==> config.mk <==
export PLATFORM = sky130hd
export DESIGN_NAME = irq_vector_ctrl
export DESIGN_NICKNAME = d
export VERILOG_FILES = /design/src/rtl/irq_pkg.sv /design/src/rtl/irq_regs.sv /design/src/rtl/irq_arbiter.sv /design/src/rtl/irq_master.sv /design/src/rtl/irq_vector_ctrl.sv
export SDC_FILE = /design/constraint.sdc
export NUM_CORES = 1
export LEC_CHECK = 0
export BUFFER_PORTS_ARGS = -buffer_cell sky130_fd_sc_hd__buf_2
export CAP_MARGIN = 30
export CORE_MARGIN = 3
export CORE_UTILIZATION = 30
export DETAILED_ROUTE_END_ITERATION = 12
export SYNTH_ARGS = -nofsm -noshare
export SYNTH_HDL_FRONTEND = slang
export SYNTH_SLANG_ARGS = --single-unit
==> constraint.sdc <==
create_clock -name clk -period 3.3 [get_ports clk]
set_clock_uncertainty 0.05 [all_clocks]
set_input_delay 0.165 -clock clk [delete_from_list [all_inputs] [get_ports clk]]
set_output_delay 0.165 -clock clk [all_outputs]
set_load 0.02 [all_outputs]
==> src/rtl/irq_pkg.sv <==
package irq_pkg;
    localparam int NSRC   = 11;
    localparam int BYTE_W = 8;
    localparam int ADDR_W = 8;
    localparam int IDX_W  = $clog2(NSRC);

    localparam logic [ADDR_W-1:0] A_EN_LO = 8'hF4;
    localparam logic [ADDR_W-1:0] A_RQ_LO = 8'hF5;
    localparam logic [ADDR_W-1:0] A_EN_HI = 8'hF6;
    localparam logic [ADDR_W-1:0] A_RQ_HI = 8'hF7;

    typedef logic [NSRC-1:0] src_vec_t;

    // Byte bit 7 carries the lowest source index of that byte's group.
    function automatic src_vec_t byte_to_src(input logic [BYTE_W-1:0] b, input logic hi);
        src_vec_t r;
        r = '0;
        for (int i = 0; i < NSRC; i++) begin
            if ((hi && i < BYTE_W) || (!hi && i >= BYTE_W))
                r[i] = b[BYTE_W-1-(i % BYTE_W)];
        end
        return r;
    endfunction

    function automatic logic [BYTE_W-1:0] src_to_byte(input src_vec_t s, input logic hi);
        logic [BYTE_W-1:0] r;
        r = '0;
        for (int j = 0; j < BYTE_W; j++) begin
            if (hi)
                r[BYTE_W-1-j] = s[j];
            else if (j + BYTE_W < NSRC)
                r[BYTE_W-1-j] = s[j+BYTE_W];
        end
        return r;
    endfunction

    localparam src_vec_t HI_MASK = byte_to_src(8'hFF, 1'b1);
    localparam src_vec_t LO_MASK = byte_to_src(8'hFF, 1'b0);
endpackage

==> src/rtl/irq_regs.sv <==
module irq_regs
    import irq_pkg::*;
(
    input  logic              clk,
    input  logic              rst_n,
    input  logic [ADDR_W-1:0] addr,
    input  logic              we,
    input  logic [BYTE_W-1:0] wdata,
    input  src_vec_t          src_req,
    input  src_vec_t          clr_mask,
    output src_vec_t          flag_o,
    output src_vec_t          en_o,
    output logic [BYTE_W-1:0] rdata_o
);
    typedef struct packed {
        src_vec_t flag;
        src_vec_t en;
    } regs_t;

    regs_t regs_d, regs_q;

    always_comb begin
        regs_d = regs_q;
        if (we) begin
            case (addr)
                A_EN_HI: regs_d.en   = (regs_q.en   & ~HI_MASK) | byte_to_src(wdata, 1'b1);
                A_EN_LO: regs_d.en   = (regs_q.en   & ~LO_MASK) | byte_to_src(wdata, 1'b0);
                A_RQ_HI: regs_d.flag = (regs_q.flag & ~HI_MASK) | byte_to_src(wdata, 1'b1);
                A_RQ_LO: regs_d.flag = (regs_q.flag & ~LO_MASK) | byte_to_src(wdata, 1'b0);
                default: ;
            endcase
        end
        regs_d.flag = (regs_d.flag & ~clr_mask) | src_req;
    end

    always_ff @(posedge clk) begin
        if (!rst_n) regs_q <= '0;
        else        regs_q <= regs_d;
    end

    always_comb begin
        case (addr)
            A_EN_HI: rdata_o = src_to_byte(regs_q.en,   1'b1);
            A_EN_LO: rdata_o = src_to_byte(regs_q.en,   1'b0);
            A_RQ_HI: rdata_o = src_to_byte(regs_q.flag, 1'b1);
            A_RQ_LO: rdata_o = src_to_byte(regs_q.flag, 1'b0);
            default: rdata_o = '0;
        endcase
    end

    assign flag_o = regs_q.flag;
    assign en_o   = regs_q.en;

    for (genvar g = 0; g < NSRC; g++) begin : g_req_chk
        p_req_wins_r5: assert property (@(posedge clk) disable iff (!rst_n)
            src_req[g] |=> flag_o[g]);
    end

    p_en_hi_write_r2: assert property (@(posedge clk) disable iff (!rst_n)
        (we && addr == A_EN_HI) |=> (src_to_byte(en_o, 1'b1) == $past(wdata)));

    p_en_lo_write_r3: assert property (@(posedge clk) disable iff (!rst_n)
        (we && addr == A_EN_LO) |=> (src_to_byte(en_o, 1'b0) == ($past(wdata) & 8'hE0)));
endmodule

==> src/rtl/irq_arbiter.sv <==
module irq_arbiter
    import irq_pkg::*;
(
    input  src_vec_t         flag_i,
    input  src_vec_t         en_i,
    output logic             any_o,
    output logic [IDX_W-1:0] idx_o
);
    src_vec_t pend;

    assign pend  = flag_i & en_i;
    assign any_o = |pend;

    always_comb begin
        idx_o = '0;
        for (int i = NSRC - 1; i >= 0; i--) begin
            if (pend[i]) idx_o = IDX_W'(i);
        end
    end
endmodule

==> src/rtl/irq_master.sv <==
module irq_master
    import irq_pkg::*;
#(
    parameter int               VEC_W    = 16,
    parameter logic [VEC_W-1:0] VEC_BASE = 16'hFFE0,
    parameter int               VEC_STEP = 2
) (
    input  logic             clk,
    input  logic             rst_n,
    input  logic             ei,
    input  logic             di,
    input  logic             reti,
    input  logic             take,
    input  logic [IDX_W-1:0] win_idx,
    output logic             master_o,
    output logic [VEC_W-1:0] vec_o
);
    typedef struct packed {
        logic             master;
        logic [VEC_W-1:0] vec;
    } mst_t;

    mst_t mst_d, mst_q;

    always_comb begin
        mst_d = mst_q;
        if (ei || reti) mst_d.master = 1'b1;
        if (di || take) mst_d.master = 1'b0;
        if (take)
            mst_d.vec = VEC_BASE + VEC_W'(VEC_STEP) * VEC_W'(win_idx);
    end

    always_ff @(posedge clk) begin
        if (!rst_n) mst_q <= '0;
        else        mst_q <= mst_d;
    end

    assign master_o = mst_q.master;
    assign vec_o    = mst_q.vec;

    p_take_clears_r9: assert property (@(posedge clk) disable iff (!rst_n)
        take |=> !master_o);
    p_di_clears_r6: assert property (@(posedge clk) disable iff (!rst_n)
        di |=> !master_o);
    p_ei_sets_r6: assert property (@(posedge clk) disable iff (!rst_n)
        (ei && !di && !take) |=> master_o);
    p_reti_sets_r10: assert property (@(posedge clk) disable iff (!rst_n)
        (reti && !di && !take) |=> master_o);
    p_vec_hold_r9: assert property (@(posedge clk) disable iff (!rst_n)
        !take |=> $stable(vec_o));
endmodule

==> src/rtl/irq_vector_ctrl.sv <==
module irq_vector_ctrl
    import irq_pkg::*;
(
    input  logic        clk,
    input  logic        rst_n,
    input  logic [7:0]  bus_addr,
    input  logic        bus_we,
    input  logic [7:0]  bus_wdata,
    output logic [7:0]  bus_rdata,
    input  logic [10:0] src_req,
    input  logic        cpu_ei,
    input  logic        cpu_di,
    input  logic        cpu_reti,
    input  logic        cpu_ack,
    output logic        irq_o,
    output logic [15:0] vec_o,
    output logic        stop_wake_o
);
    src_vec_t         flag, en, clr_mask;
    logic             any_pend, master, take;
    logic [IDX_W-1:0] win_idx;

    irq_regs u_regs (
        .clk      (clk),
        .rst_n    (rst_n),
        .addr     (bus_addr),
        .we       (bus_we),
        .wdata    (bus_wdata),
        .src_req  (src_req),
        .clr_mask (clr_mask),
        .flag_o   (flag),
        .en_o     (en),
        .rdata_o  (bus_rdata)
    );

    irq_arbiter u_arb (
        .flag_i (flag),
        .en_i   (en),
        .any_o  (any_pend),
        .idx_o  (win_idx)
    );

    irq_master #(
        .VEC_W    (16),
        .VEC_BASE (16'hFFE0),
        .VEC_STEP (2)
    ) u_mst (
        .clk      (clk),
        .rst_n    (rst_n),
        .ei       (cpu_ei),
        .di       (cpu_di),
        .reti     (cpu_reti),
        .take     (take),
        .win_idx  (win_idx),
        .master_o (master),
        .vec_o    (vec_o)
    );

    assign irq_o       = master & any_pend;
    assign stop_wake_o = any_pend;
    assign take        = cpu_ack & irq_o;

    always_comb begin
        clr_mask = '0;
        if (take) clr_mask[win_idx] = 1'b1;
    end

    p_ack_clears_flag_r9: assert property (@(posedge clk) disable iff (!rst_n)
        (take && !src_req[win_idx]) |=> !flag[$past(win_idx)]);
endmodule

==> impl_results.md <==
- Overall routed net length: 4340 µm
- Multi-input gate area: 990 µm²
- Number of synthesized flops with an enable pin: 0
- # clock sinks: 28
- Io pins: 60
- NetSw: 149 µW
- WS Path Type: reg2out
- Relative slew slack: 0.556
- Routed vias/inst: ~5.1
- Worst Hold Slack: ~0.054 ns
- Pleak: 0.000908 µW
- Hold/Removal Path Class: in2reg
- Diode count: 0
- Critical Path Source Type: register
- Total CTS buffers: 3
- Worst Path Max Fanout: 4
- GRT Overall Usage: 0.136
- Crit path max-delay family: simple AND/OR/NAND/NOR gates
- Max VDD drop: 0.000143 V
- Vias in the first global route: about 1500
- Cells after Synth: between 150 and 200
- Fin util: 0.378
- Status: finished, final reports clean
- Final setup fails: 0
- Worst-path clk slew: 0.09 ns
- Post-route cell area: approximately 2000 µm²
- Pint: 469 µW
- Minimum clock period: slightly above 2 ns
- CP max stage cell: a22oi_1
- Fill count: about 590
- Max Clk Rate: roughly 490 MHz
- #FFs+latches synth: 28
- Starting Density: 0.318
- Primary FF master, synth: dfxtp_1
- Sw Ratio: 0.242
- Drt wl/cell: 14.6 µm
- CP endpoint kind: output pin
- Final worst path period share: 0.620
- Worst skew pair latency: about 0.27 ns
- Final net count: ~260
- Clk pwr share: 0.293
- Final Hold Fails: 0
- Placed insts: just under 300
- Root buf cell: clkbuf_8
- Ys Warns: 0
- Antenna violations before repair: 0
- CTS tree: done
- Worst slew pin tran: about 0.67 ns
- CP max stage delay: 0.38 ns
- Unrepaired setup endpoints after global routing: false
- Async SR Flop Fraction: 0
- Die Width: about 80 µm
- Clock buffer depth: 2
- WHS Endpoint: u_regs.flag_o[1]$_SDFF_PN0_
- Worst EP required: slightly above 3 ns
- R2R setup slack: ~1.5 ns
- Combinational Power Share: 0.123
- Sequential area share after synthesis: 0.334
- Mapped Nets: roughly 220
- Placement Cell Area: 1940 µm²
- Unique masters post-synth: 49
- PortBufs: 58
- Standard-cell row count: 26
- Area growth syn-to-layout: 18.7%
- Post-CTS Setup Inserts: 0
- Max_cap viols: 0
- Pin count of the biggest net entering global routing: 21
- Critical path depth: 5
- Max-slew violations: 0
- CP cell instances: a22oi_1, nand3_1, or2_2, and2_1, buf_2
- Cts hold-fix bufs: 1
- Drt pass-1 iters: 5
- Worst R2R End: u_regs.flag_o[9]$_SDFF_PN0_
- Worst reg-to-reg path cell count: 4
- Initial drt markers: 102
- Die height: about 81 µm
- Grt ovf: 0
- First-pass GRT wire length: ~7000 µm
- PwrDens: about 310 nW/µm²
- Layout Cells excl Fill: 297
- Detailed-route DRC error count: 0
- H-tree levels: 1
- Via count: roughly 1500
- Hpwl dp: approximately 3400 µm
- WP data arrival: 1.83 ns
- Cell Area, Synth: ~1700 µm²
- Min-delay src: src_req[1]
- WHS Path Cells: 2
- Final ANT Viol Nets: 0
- Core area: between 5000 and 6000 µm²
- Register area: 561 µm²
- Resized cells post-CTS: 0
- GP Congestion: between 0.8 and 0.9
- Reg power frac: 0.584
- Die area: between 6000 and 7000 µm²
- Syn Area/Cell: a little over 9 µm²
- CP Buf/Inv Count: 1
- Share of cells above drive strength 1: 0.339
- Setup tns final: 0 ns
## per-stage QoR
stage	total power, µW	worst slack [ns]
after detailed placement	445	1.46
final	618	1.25
after CTS	627	1.24
after global placement	444	1.46
after global routing	653	1.13
after floorplan	410	1.72
## cell usage after synthesis (2+ instances only)
cell	n	share of area
dfxtp_1	28	0.33
nor2_1	25	0.056
mux2i_1	19	0.11
nand2_1	14	0.031
buf_4	12	0.054
a21oi_1	5	0.015
a31oi_1	4	0.015
and2_1	4	0.015
clkbuf_1	4	0.0090
a211oi_1	3	0.013
a22oi_1	3	0.013
inv_1	3	0.0067
mux2_1	3	0.020
mux4_2	3	0.040
nand3b_1	3	0.013
nor2b_1	3	0.011
o21a_1	3	0.013
o21ai_0	3	0.0090
o311a_1	3	0.018
a211o_2	2	0.012
a22o_1	2	0.010
a22oi_2	2	0.015
a41oi_1	2	0.010
buf_2	2	0.0060
mux2_2	2	0.013
nand3_1	2	0.0060
nor3_1	2	0.0060
## power groups by stage
stage	clock network, µW	logic, µW	registers, µW
3_5_place_dp	0	75.8	369
2_1_floorplan	0	45.1	365
3_3_place_gp	0	75.5	369
4_1_cts	190	76.8	361
5_1_grt	206	84.4	363
6_report	181	76.2	361
## cell families after synthesis
group | synth area share
compound gates | 0.175
other cells | 0.00224
flops | 0.334
simple gates | 0.226
mux | 0.187
buf+inv | 0.0754
## per-layer routing
layer  vias to the layer above  global-route usage  part of all wire
met4                         0              0.0422             0.015
met5                         -                   0                 0
met1                       712               0.183              0.44
met3                         6              0.0177             0.050
li1                        749                   -                 -
met2                        47               0.228              0.49
## final cells by class
cell class	instances	area share
sequential	28	0.282
clock buffer	3	0.0207
inverter	3	0.00566
tap	70	0.0440
timing repair buffer	59	0.151
multi-input combinational	134	0.497
## how the worst max path moves through the flow
stage,startpoint,to,slack [ns]
after CTS,register,irq_o,1.24
final,register,irq_o,1.25
after floorplan,u_regs.flag_o[7]$_SDFF_PN0_,u_regs.flag_o[9]$_SDFF_PN0_,1.72
after global placement,register,u_regs.flag_o[9]$_SDFF_PN0_,1.46
after global routing,register,irq_o,1.13
after detailed placement,bus_addr[3],register,1.46
## cell usage in the layout (no fill, tap or decap), types with 3 or more instances in the layout
cell	instances
o21a_1	3
clkbuf_8	3
buf_2	58
a21oi_1	5
a211oi_1	3
inv_1	3
mux4_2	3
and2_1	4
dfxtp_1	28
o21ai_0	3
nand3b_1	3
a22oi_1	3
a31oi_1	4
mux2_1	3
mux2i_1	19
nor2b_1	3
o311a_1	3
nand2_1	14
nor2_1	25
(Power assumes the default switching activity.)
